File: src/rtl/dacld_pkg.sv
package dacld_pkg;

    localparam int FRAME_W = 24;
    localparam int CHK_W   = 8;
    localparam int CODE_W  = 16;
    localparam int CH_W    = 2;
    localparam int N_CH    = 1 << CH_W;
    localparam int CMD_W   = 3;

    localparam logic [CMD_W-1:0] CMD_DATA    = 3'b000;
    localparam logic [CMD_W-1:0] CMD_CLRCODE = 3'b001;

    typedef struct packed {
        logic              vld;
        logic [CMD_W-1:0]  cmd;
        logic [CH_W-1:0]   ch;
        logic [CODE_W-1:0] code;
    } frame_t;

    // bit-serial CRC-8, generator 0x07, zero start, MSB first
    function automatic logic [CHK_W-1:0] crc8(input logic [FRAME_W-1:0] d);
        logic [CHK_W-1:0] c;
        logic             fb;
        c = '0;
        for (int i = FRAME_W - 1; i >= 0; i--) begin
            fb = c[CHK_W-1] ^ d[i];
            c  = {c[CHK_W-2:0], 1'b0};
            if (fb) c = c ^ 8'h07;
        end
        return c;
    endfunction

endpackage

File: src/rtl/dacld_serial_rx.sv
module dacld_serial_rx
    import dacld_pkg::*;
(
    input  logic   clk,
    input  logic   rst,
    input  logic   ser_clk,
    input  logic   ser_sel_n,
    input  logic   ser_din,
    input  logic   crc_en,
    input  logic   busy,
    output frame_t frm,
    output logic   crc_err
);
    localparam int LEN_CHK = FRAME_W + CHK_W;
    localparam int CNT_W   = $clog2(LEN_CHK + 2);

    logic [2:0]         sck_s, sel_s;
    logic [1:0]         din_s;
    logic [LEN_CHK-1:0] sh;
    logic [CNT_W-1:0]   cnt;
    logic               sck_fall, sel_fall, sel_rise, active;
    logic               len_ok, chk_ok, take;

    assign sck_fall = sck_s[2] & ~sck_s[1];
    assign sel_fall = sel_s[2] & ~sel_s[1];
    assign sel_rise = ~sel_s[2] & sel_s[1];
    assign active   = ~sel_s[1];

    always_comb begin
        len_ok = crc_en ? (cnt == CNT_W'(LEN_CHK)) : (cnt == CNT_W'(FRAME_W));
        chk_ok = !crc_en || (crc8(sh[LEN_CHK-1:CHK_W]) == sh[CHK_W-1:0]);
        take   = sel_rise && len_ok && !busy;
    end

    always_ff @(posedge clk) begin
        if (rst) begin
            sck_s   <= '0;
            sel_s   <= '1;
            din_s   <= '0;
            sh      <= '0;
            cnt     <= '0;
            frm     <= '0;
            crc_err <= 1'b0;
        end else begin
            sck_s <= {sck_s[1:0], ser_clk};
            sel_s <= {sel_s[1:0], ser_sel_n};
            din_s <= {din_s[0], ser_din};
            if (sel_fall) begin
                cnt <= '0;
            end else if (sck_fall && active) begin
                sh <= {sh[LEN_CHK-2:0], din_s[1]};
                if (cnt != CNT_W'(LEN_CHK + 1)) cnt <= cnt + 1'b1;
            end
            frm.vld  <= take && chk_ok;
            frm.cmd  <= crc_en ? sh[28:26] : sh[20:18];
            frm.ch   <= crc_en ? sh[25:24] : sh[17:16];
            frm.code <= crc_en ? sh[23:8]  : sh[15:0];
            if (take && !chk_ok) crc_err <= 1'b1;
        end
    end

    AST_ERR_STICKY: assert property (@(posedge clk) disable iff (rst) crc_err |=> crc_err);
    AST_LEN_DROP: assert property (@(posedge clk) disable iff (rst) (sel_rise && !len_ok) |=> !frm.vld);

endmodule

File: src/rtl/dacld_busy_timer.sv
module dacld_busy_timer #(
    parameter int BUSY_CYCLES = 10000
) (
    input  logic clk,
    input  logic rst,
    output logic busy
);
    localparam int BW = $clog2(BUSY_CYCLES + 1);

    logic [BW-1:0] left;

    always_ff @(posedge clk) begin
        if (rst)               left <= BW'(BUSY_CYCLES);
        else if (left != '0)   left <= left - 1'b1;
    end

    assign busy = (left != '0);

    AST_BUSY_ONCE: assert property (@(posedge clk) disable iff (rst) !busy |=> !busy);

endmodule

File: src/rtl/dacld_chan_bank.sv
module dacld_chan_bank
    import dacld_pkg::*;
(
    input  logic                     clk,
    input  logic                     rst,
    input  frame_t                   frm,
    input  logic                     hold_load,
    input  logic                     clr,
    input  logic [N_CH-1:0]          clr_mask,
    output logic [N_CH*CODE_W-1:0]   dac_code
);
    logic [2:0]        hs;
    logic              hold_q, rel;
    logic [CODE_W-1:0] out_q [N_CH];
    logic [CODE_W-1:0] stg_q [N_CH];
    logic [N_CH-1:0]   stg_vld, wr_hit;
    logic [CODE_W-1:0] clr_code_q;

    assign hold_q = hs[1];
    assign rel    = hs[2] & ~hs[1];

    always_comb begin
        for (int i = 0; i < N_CH; i++)
            wr_hit[i] = frm.vld && (frm.cmd == CMD_DATA) && (frm.ch == CH_W'(i));
    end

    always_ff @(posedge clk) begin
        if (rst) begin
            hs         <= '0;
            clr_code_q <= '0;
            stg_vld    <= '0;
            for (int i = 0; i < N_CH; i++) begin
                out_q[i] <= '0;
                stg_q[i] <= '0;
            end
        end else begin
            hs <= {hs[1:0], hold_load};
            if (frm.vld && frm.cmd == CMD_CLRCODE) clr_code_q <= frm.code;
            for (int i = 0; i < N_CH; i++) begin
                // priority: clear, then collective transfer, then direct write
                if (clr && clr_mask[i])        out_q[i] <= clr_code_q;
                else if (rel && stg_vld[i])    out_q[i] <= stg_q[i];
                else if (wr_hit[i] && !hold_q) out_q[i] <= frm.code;
                if (rel) begin
                    stg_vld[i] <= 1'b0;
                end else if (wr_hit[i] && hold_q && !stg_vld[i]) begin
                    stg_q[i]   <= frm.code;
                    stg_vld[i] <= 1'b1;
                end
            end
        end
    end

    for (genvar g = 0; g < N_CH; g++) begin : g_ch
        assign dac_code[g*CODE_W +: CODE_W] = out_q[g];

        AST_IMM_WRITE: assert property (@(posedge clk) disable iff (rst) (wr_hit[g] && !hold_q && !clr && !rel) |=> out_q[g] == $past(frm.code));
        AST_HOLD_FREEZE: assert property (@(posedge clk) disable iff (rst) (hold_q && !(clr && clr_mask[g])) |=> $stable(out_q[g]));
        AST_CLR_LOAD: assert property (@(posedge clk) disable iff (rst) (clr && clr_mask[g]) |=> out_q[g] == $past(clr_code_q));
    end

endmodule

File: src/rtl/dacld_top.sv
module dacld_top
    import dacld_pkg::*;
#(
    parameter int BUSY_CYCLES = 10000
) (
    input  logic                   clk,
    input  logic                   rst,
    input  logic                   ser_clk,
    input  logic                   ser_sel_n,
    input  logic                   ser_din,
    input  logic                   crc_en,
    input  logic                   hold_load,
    input  logic                   clr,
    input  logic [N_CH-1:0]        clr_mask,
    output logic [N_CH*CODE_W-1:0] dac_code,
    output logic                   busy,
    output logic                   crc_err
);
    frame_t frm;

    dacld_busy_timer #(.BUSY_CYCLES(BUSY_CYCLES)) u_busy (
        .clk  (clk),
        .rst  (rst),
        .busy (busy)
    );

    dacld_serial_rx u_rx (
        .clk       (clk),
        .rst       (rst),
        .ser_clk   (ser_clk),
        .ser_sel_n (ser_sel_n),
        .ser_din   (ser_din),
        .crc_en    (crc_en),
        .busy      (busy),
        .frm       (frm),
        .crc_err   (crc_err)
    );

    dacld_chan_bank u_bank (
        .clk       (clk),
        .rst       (rst),
        .frm       (frm),
        .hold_load (hold_load),
        .clr       (clr),
        .clr_mask  (clr_mask),
        .dac_code  (dac_code)
    );

    AST_BUSY_BLOCK: assert property (@(posedge clk) disable iff (rst) busy |=> !frm.vld);

endmodule

File: config.mk
export PLATFORM = sky130hd
export DESIGN_NAME = dacld_top
export DESIGN_NICKNAME = d
export VERILOG_FILES = /design/src/rtl/dacld_pkg.sv /design/src/rtl/dacld_serial_rx.sv /design/src/rtl/dacld_busy_timer.sv /design/src/rtl/dacld_chan_bank.sv /design/src/rtl/dacld_top.sv
export SDC_FILE = /design/constraint.sdc
export NUM_CORES = 1
export LEC_CHECK = 0
export ABC_AREA = 0
export BUFFER_PORTS_ARGS = -buffer_cell sky130_fd_sc_hd__buf_2
export CAP_MARGIN = 5
export CORE_ASPECT_RATIO = 1.25
export CORE_MARGIN = 5
export CORE_UTILIZATION = 35
export CTS_CLUSTER_DIAMETER = 60
export DETAILED_ROUTE_END_ITERATION = 10
export HOLD_SLACK_MARGIN = 0.08
export SYNTH_ARGS = -nofsm -noshare
export SYNTH_HDL_FRONTEND = slang
export SYNTH_SLANG_ARGS = --single-unit
File: constraint.sdc
create_clock -name clk -period 7.9 [get_ports clk]
set_input_delay 0.395 -clock clk [delete_from_list [all_inputs] [get_ports clk]]
set_output_delay 0.395 -clock clk [all_outputs]
set_load 0.02 [all_outputs]
# After elaboration in Yosys (flattened, before gate mapping)
# Memories as Yosys holds them, arrays and structs flattened.
# Cells that the tools add are included.
[word_totals]
regBits = 106
ramBits = 128
inputBits = 12
output_inout_bits = 66
mem_count = 2
[classes]
addsub = 2
n_eq_ne = 8
muxes = 110
n_bitwise = 71
reduce_logical = 47
[mem_list]
columns = ["memory", "depth", "width", "read_ports", "rd_clocked_by_memory_dff", "write_ports", "line_no", "rtl"]
rows = [
  ["u_bank.out_q", 4, 16, 4, 0, 4, "dacld_chan_bank.sv:14", "logic [CODE_W-1:0] out_q [N_CH];"],
  ["u_bank.stg_q", 4, 16, 4, 0, 4, "dacld_chan_bank.sv:15", "logic [CODE_W-1:0] stg_q [N_CH];"],
]
[ops]
columns = ["operator", "n"]
rows = [
  ["16-bit 2-to-1 mux", 17],
  ["3-bit 2-to-1 mux", 25],
  ["3-bit inverter", 23],
  ["1-bit 2-to-1 mux", 67],
  ["1-bit logical AND", 31],
  ["1-bit bitwise XOR", 18],
  ["1-bit bitwise OR", 16],
  ["14-bit nonzero test", 1],
  ["14-bit by 1-bit subtractor with 14-bit output (second input constant)", 1],
  ["8-bit == test", 1],
  ["1-bit logical NOT", 8],
  ["6-bit by 1-bit adder with 6-bit output (second input constant)", 1],
  ["6-bit by 5-bit == test with 1-bit output (second input constant)", 1],
  ["6-bit == test (second input constant)", 1],
  ["6-bit inequality test (second input constant)", 1],
  ["1-bit inverter", 5],
  ["1-bit bitwise XOR (first input constant)", 5],
  ["1-bit AND", 4],
  ["2-bit == test (second input constant)", 2],
  ["2-bit AND reduction", 2],
  ["2-bit OR reduction", 2],
  ["3-bit by 1-bit == test with 1-bit output (second input constant)", 1],
  ["3-bit logical NOT", 1],
  ["2-bit by 1-bit == test with 1-bit output (second input constant)", 1],
  ["other kinds (3)", 3],
]

# Longest topological paths before layout
# Gate-level depths: netlist of the first run.
[depth]
word_depth = 51
ltp_mapped = 9
mapped_depth_nobuf = 9

# By module
# From an unflattened synthesis of the first run, not the netlist that was laid out.
[hier_totals]
cells_unflattened = 980
area_unflattened_um2 = 10836.6
[modules_own_cells]
columns = ["mod", "instances", "cells_each", "area_per_inst_um2", "seq_area_each_um2"]
rows = [
  ["dacld_chan_bank", 1, 547, 6705.2, 4304.1],
  ["dacld_serial_rx", 1, 351, 3359.5, 1381.3],
  ["dacld_busy_timer", 1, 82, 772.0, 280.3],
]

# Least setup slack after synthesis of the first run
# OpenSTA, ideal clock, no wires.
[synth_timing]
kind = "reg2reg"
startpoint = "reg u_rx.frm[19] (netlist name)"
endpoint = "mem u_bank.stg_q[2][0], in the netlist u_bank.stg_q[0][32] (enable)"
setup_ns = 0.414
arrival_time_ns = 2.514
required_ns = 7.486
setup_slack_ns = 4.972
stages_incl_launch_ff = 5
synth_period_minus_slack_ns = 2.928
path_cell_list = "dfxtp_1 > nor4b_1 > nor2b_1 > nand2_1 > o31ai_1"
[synth_lines]
columns = ["item", "line_no"]
rows = [
  ["end, declared", "dacld_chan_bank.sv:15"],
]

==> metrics, run 1 <==
status complete, no violations; worst setup path category reg2reg; average vias per placed instance 4.99; TritonCTS buffer count 24; vias post-DR 7070; crit path max fanout 32; clk_lat worst skew 0.52 ns; core area 29300 um2; pin count of the biggest net entering global routing 73; multiplexer share of the synthesized area 0.0682; met3 WL post-DR 1.26 mm; Final nets 1019; Die Y 203 um; Compound-Gate Fraction of Synth Area 0.0886; Die Area 33400 um2; Rows 70; Port Buf Inserts 77; worst hold margin 0.0916 ns; Post-Synth Simple-Gate Area 0.153; gr ovfl total 0; # fillers 2787; Critical Path Source Type register; setup bufs post-CTS 0; highest-delay cell along the critical path or4_1; WL final 24.3 mm; die width 164 um; Post-Syn Area 10400 um2; sequential share of the synthesized area 0.571; vias in the first global route 6751; Post-DP HPWL 16.3 mm; CTS sink cnt 234; worst vdd ir 0.136 mV; commonest register cell after synthesis edfxtp_1; Adder-Cell Fraction of Synth Area 0.00599; met2 WL 12.2 mm; Residual DRC 0; Setup Viol. Count Final 0; Synth Area in XOR/XNOR 0.0743; Leak 4.86 nW; EDFF count, synth 128; initial antenna violation count 0; Routed Antenna Nets 0; Post-synth ARST share 0; syn_nets 980; Worst slew margin 0.200; Highest Signal Layer met4; met1 wire length 10.2 mm; share of layout cells above drive strength 1 0.143; drt initial violations 591; post-synthesis register bit count 234; ANT cells 0; Period minus WS final 3.18 ns; Mapped Avg Cell Area 10.8 um2; CP Capture Type register; final cycle utilization of the critical path 0.403; Critical Path AT 3.40 ns; clock skew 0.00834 ns; setup_tns 0 ns; RSZ-0062 raised after global routing no; CTS Buffer Depth 3; TritonCTS clock tree done; Max Clock Freq 314 MHz; CP max stage delay 0.99 ns; Synth Warn # 0; post-synth cell types 48; CP Cell Sequence nor4b_1, nor2b_1, nand2_1, or4_1, nor2_1, a211oi_1; Cells after Synth 963; Slew Limit Fails 0; Reg clk slew, reported paths 0.06 ns; TritonRoute pass-1 iters 5; first-pass GRT wire length 38.2 mm; class of the worst hold path in2reg; PwrDens 217 nW/um2; Slew @ Worst Pin 1.20 ns; Initial Utilization 0.356; final hold vios 0; routed len/inst 17.1 um; level count of the clock H-tree 1; gr usage total 0.143; Root Buffer clkbuf_16; IO Pins 78; Worst Path Required 8.12 ns; Area Growth Syn to Fin 14.5%; Max Cap Violations 0; Placer Congestion 0.810; largest family of logic cells by synthesized area simple AND/OR/NAND/NOR gates
synthesized netlist by cell type, types with 2 or more instances:
cell | count | area, um2
or3_1 | 3 | 18.8
xnor2_1 | 31 | 272
o211ai_1 | 2 | 15.0
o21ai_0 | 23 | 115
ha_1 | 5 | 62.6
or2_2 | 4 | 25.0
clkbuf_1 | 69 | 259
nand2_1 | 136 | 510
mux2i_1 | 70 | 701
nor3b_1 | 2 | 15.0
nand3_1 | 13 | 65.1
buf_1 | 4 | 15.0
a21oi_1 | 56 | 280
nor2_1 | 80 | 300
o31ai_1 | 4 | 30.0
nor4_1 | 7 | 43.8
xor2_1 | 14 | 123
a211oi_1 | 34 | 255
a222oi_1 | 16 | 160
inv_1 | 27 | 101
xnor3_4 | 7 | 184
and2_1 | 64 | 400
and3_1 | 8 | 50.1
xnor3_1 | 7 | 158
edfxtp_1 | 128 | 3840
nand3b_1 | 2 | 15.0
nor2b_1 | 8 | 50.1
dfxtp_1 | 106 | 2120
nor3_1 | 10 | 50.1
nand4_1 | 5 | 31.3
final timing paths:
path / startpoint / endpoint / slack (ns) / cells after the start
worst max register to register: u_rx.frm[18] / u_bank.out_q[2][5] / 4.72 / 6
worst min-delay path: ser_din / u_rx.din_s[0] / 0.09 / 2
worst max-delay path: u_rx.frm[18] / u_bank.out_q[2][5] / 4.72 / 6
worst min register to register: u_rx.sel_s[0] / u_rx.sel_s[1] / 0.42 / 1
flip-flops by register name, indices dropped and copies added (netlist names), 4 cells and up:
| name | count |
|---|---|
| u_rx.cnt | 6 |
| u_rx.frm | 22 |
| u_bank.out_q | 64 |
| u_rx.sh | 32 |
| u_bank.clr_code_q | 16 |
| u_bank.stg_vld | 4 |
| u_bank.stg_q | 64 |
| u_busy.left | 14 |
final cells by class:
type                    count  area [um2]  area share
clock buffers              32         682      0.0571
flip-flops and latches    234        5970       0.499
repair buffers             89         480      0.0402
multi-input cells         625        4100       0.343
inverters                  28         105     0.00879
well taps                 396         495      0.0415
clock inverters            12         121      0.0102
where the power goes:
| group | switching [mW] | internal, mW |
|---|---|---|
| logic | 0.0777 | 0.0314 |
| clock network | 0.475 | 0.676 |
| registers | 0.0165 | 1.32 |
| total | 0.569 | 2.03 |
routing by layer:
layer,up-vias,GRT usage
met1,3390,0.183
met2,208,0.249
li1,3424,-
met5,-,0
met4,0,0.0458
met3,48,0.0193
cells in the final DEF (no fill, tap or decap), types with 13 or more instances in the layout:
cell type | netlist | layout
mux2i_1 | 70 | 70
xor2_1 | 14 | 14
a21oi_1 | 56 | 56
and2_1 | 64 | 64
xnor2_1 | 31 | 31
inv_1 | 27 | 27
nor2_1 | 80 | 79
a222oi_1 | 16 | 16
dfxtp_1 | 106 | 106
edfxtp_1 | 128 | 128
a211oi_1 | 34 | 34
buf_2 | 1 | 76
clkbuf_16 | 0 | 25
o21ai_0 | 23 | 21
nand3_1 | 13 | 13
nand2_1 | 136 | 136
what timing repair did:
| item | in CTS | in global routing |
|---|---|---|
| resized for setup | 0 | 0 |
| hold buffers | 1 | 0 |
| endpoints found under the hold margin | 1 | 0 |
worst max-delay path, delay by kind of cell, from the launching register on:
| kind | cells | cell delay [ns] |
|---|---|---|
| DFF | 1 | 0.32 |
| and+or+nand+nor | 5 | 2.48 |
| AOI/OAI and AO/OA | 1 | 0.07 |
stage by stage:
stage	cells	cell area, um2	total power, mW	setup WS (ns)	utilization
after global placement	1370	11100	1.47	4.46	0.379
after CTS	1415	11900	2.62	4.40	0.407
after floorplan	963	10400	1.43	4.97	-
final	1416	12000	2.60	4.72	0.407
after global routing	1416	12000	2.69	4.46	0.407
after detailed placement	1370	11100	1.47	4.32	0.379
cell families after synthesis:
logic type	count (synthesis)
compound gates	143
xor+xnor	61
mux	71
simple gates	345
fa+ha+maj	5
buf+inv	104
flops	234
Power figures use the tool's default switching activity.
==> run 2, diff against run 1 <==
Clock period 7.9 ns to 2.81 ns, I/O delays scaled along.
==> metrics, run 2 (synthesized netlist as in run 1, its figures left out) <==
Worst R2R Path Depth 7; vias post-DR 7085; most common cell after layout, fill and taps aside nand2_1; CP Capture Type register; Critical Path AT 3.06 ns; core area 29300 um2; internal power contribution 5.88 mW; Reg clk slew, reported paths 0.06 ns; setup_tns 0 ns; Final nets 1049; average vias per placed instance 4.90; Reg power frac 0.501; Placer Congestion 0.828; Combinational Power Share 0.043; ANT cells 0; routed len/inst 16.4 um; Post-DP HPWL 16.3 mm; Clock power frac 0.455; IO Pins 78; status complete, no violations; Residual DRC 0; Worst Path Required 3.21 ns; Slew Limit Fails 0; WL final 23.7 mm; launch point of the worst hold path crc_en; RSZ-0062 raised after global routing no; Max Clock Freq 377 MHz; worst setup path category reg2reg; Critical Path Source Type register; reg2reg start u_rx.sh[30]; Leak 5.02 nW; gr ovfl total 0; FF-to-FF End u_rx.crc_err; leading cell types in the layout, fill and taps excluded nand2_1 (136), edfxtp_1 (128), dfxtp_1 (106); Port Buf Inserts 77; final cycle utilization of the critical path 0.945; vias in the first global route 7060; Max Cap Violations 0; Area Growth Syn to Fin 17.4%; TritonCTS buffer count 25; Switch Pwr 1.61 mW; setup bufs post-CTS 0; PwrDens 611 nW/um2; clock skew 0.0166 ns; Die Y 203 um; # fillers 2755; Regs by FF count u_bank.out_q x64, u_bank.stg_q x64, u_rx.sh x32; Setup Viol. Count Final 0; final hold vios 0; class of the worst hold path in2reg; share of layout cells above drive strength 1 0.161; die width 164 um; FF-to-FF setup slack 0.15 ns; switching part of the total 0.215; Root Buffer clkbuf_16; Die Area 33400 um2; TritonRoute pass-1 iters 6; CP Launch Point u_rx.sh[30]; Initial Utilization 0.356; Routed Antenna Nets 0; CTS Buffer Depth 3; Period minus WS final 2.66 ns; level count of the clock H-tree 1; worst hold margin 0.275 ns; drt initial violations 499; Setup crit end u_rx.crc_err; gr usage total 0.141; Final Util 0.418; Slew @ Worst Pin 0.760 ns; clk_lat worst skew 0.51 ns; Worst slew margin 0.493; Rows 70; worst vdd ir 0.372 mV; first-pass GRT wire length 38.2 mm; pin count of the biggest net entering global routing 74; crit path max fanout 4; TritonCTS clock tree done; initial antenna violation count 0; CTS sink cnt 234
## run 2: metrics by stage
step | instance area [um2] | std cells | setup WS (ns) | power, mW
floorplan | 10400 | 963 | 0.160 | 4.03
global placement | 11300 | 1393 | 0.232 | 4.14
detailed placement | 11300 | 1393 | 0.116 | 4.15
CTS | 12200 | 1446 | 0.0929 | 7.59
global route | 12300 | 1446 | 0.0398 | 7.77
finish | 12300 | 1446 | 0.154 | 7.49
## run 2: worst min path at each step
stage / slack [ns] / to / cells after the start
floorplan: 0.24 / u_rx.sel_s[0] / 1
CTS: 0.24 / u_rx.frm[21] / 2
global placement: 0.33 / u_rx.sel_s[0] / 2
detailed placement: 0.33 / u_rx.sel_s[0] / 2
finish: 0.28 / u_rx.frm[21] / 2
global route: 0.30 / u_rx.frm[21] / 2
## run 2: metal layers
layer	track usage	routed length [um]	vias to the layer above	part of all wire
met1	0.176	10000	3400	0.42
met2	0.254	12100	155	0.51
met5	0	0	-	0
met4	0.0410	534	0	0.023
li1	-	-	3490	-
met3	0.0185	1090	40	0.046
## run 2: critical path, stage by stage (launching register included)
cell	delay, ns
dfxtp_1	0.40
xnor3_4	0.54
xor2_2	0.18
xnor3_1	0.44
or3_1	0.38
a211oi_2	0.24
o211ai_1	0.14
a32o_1	0.24
## run 2: cell type report
type | count | area (um2) | area share
sequential | 234 | 5970 | 0.487
multi-input combinational | 625 | 4100 | 0.334
timing repair buffer | 118 | 728 | 0.0594
clock buffer | 29 | 661 | 0.0539
tap | 396 | 495 | 0.0404
clock inverter | 16 | 201 | 0.0164
inverter | 28 | 105 | 0.00858
## run 2: power groups by stage
| stage | Clock (mW) | Combinational, mW | Sequential (mW) |
|---|---|---|---|
| finish | 3.41 | 0.325 | 3.76 |
| detailed placement | 0 | 0.322 | 3.83 |
| CTS | 3.50 | 0.331 | 3.76 |
| global placement | 0 | 0.319 | 3.83 |
| floorplan | 0 | 0.142 | 3.89 |
| global route | 3.65 | 0.355 | 3.76 |
## run 2: what timing repair did
item,in CTS,in global routing
gates resized for setup,0,1
hold buffers,8,0
endpoints found under the setup margin,0,1
endpoints found under the hold margin,19,0
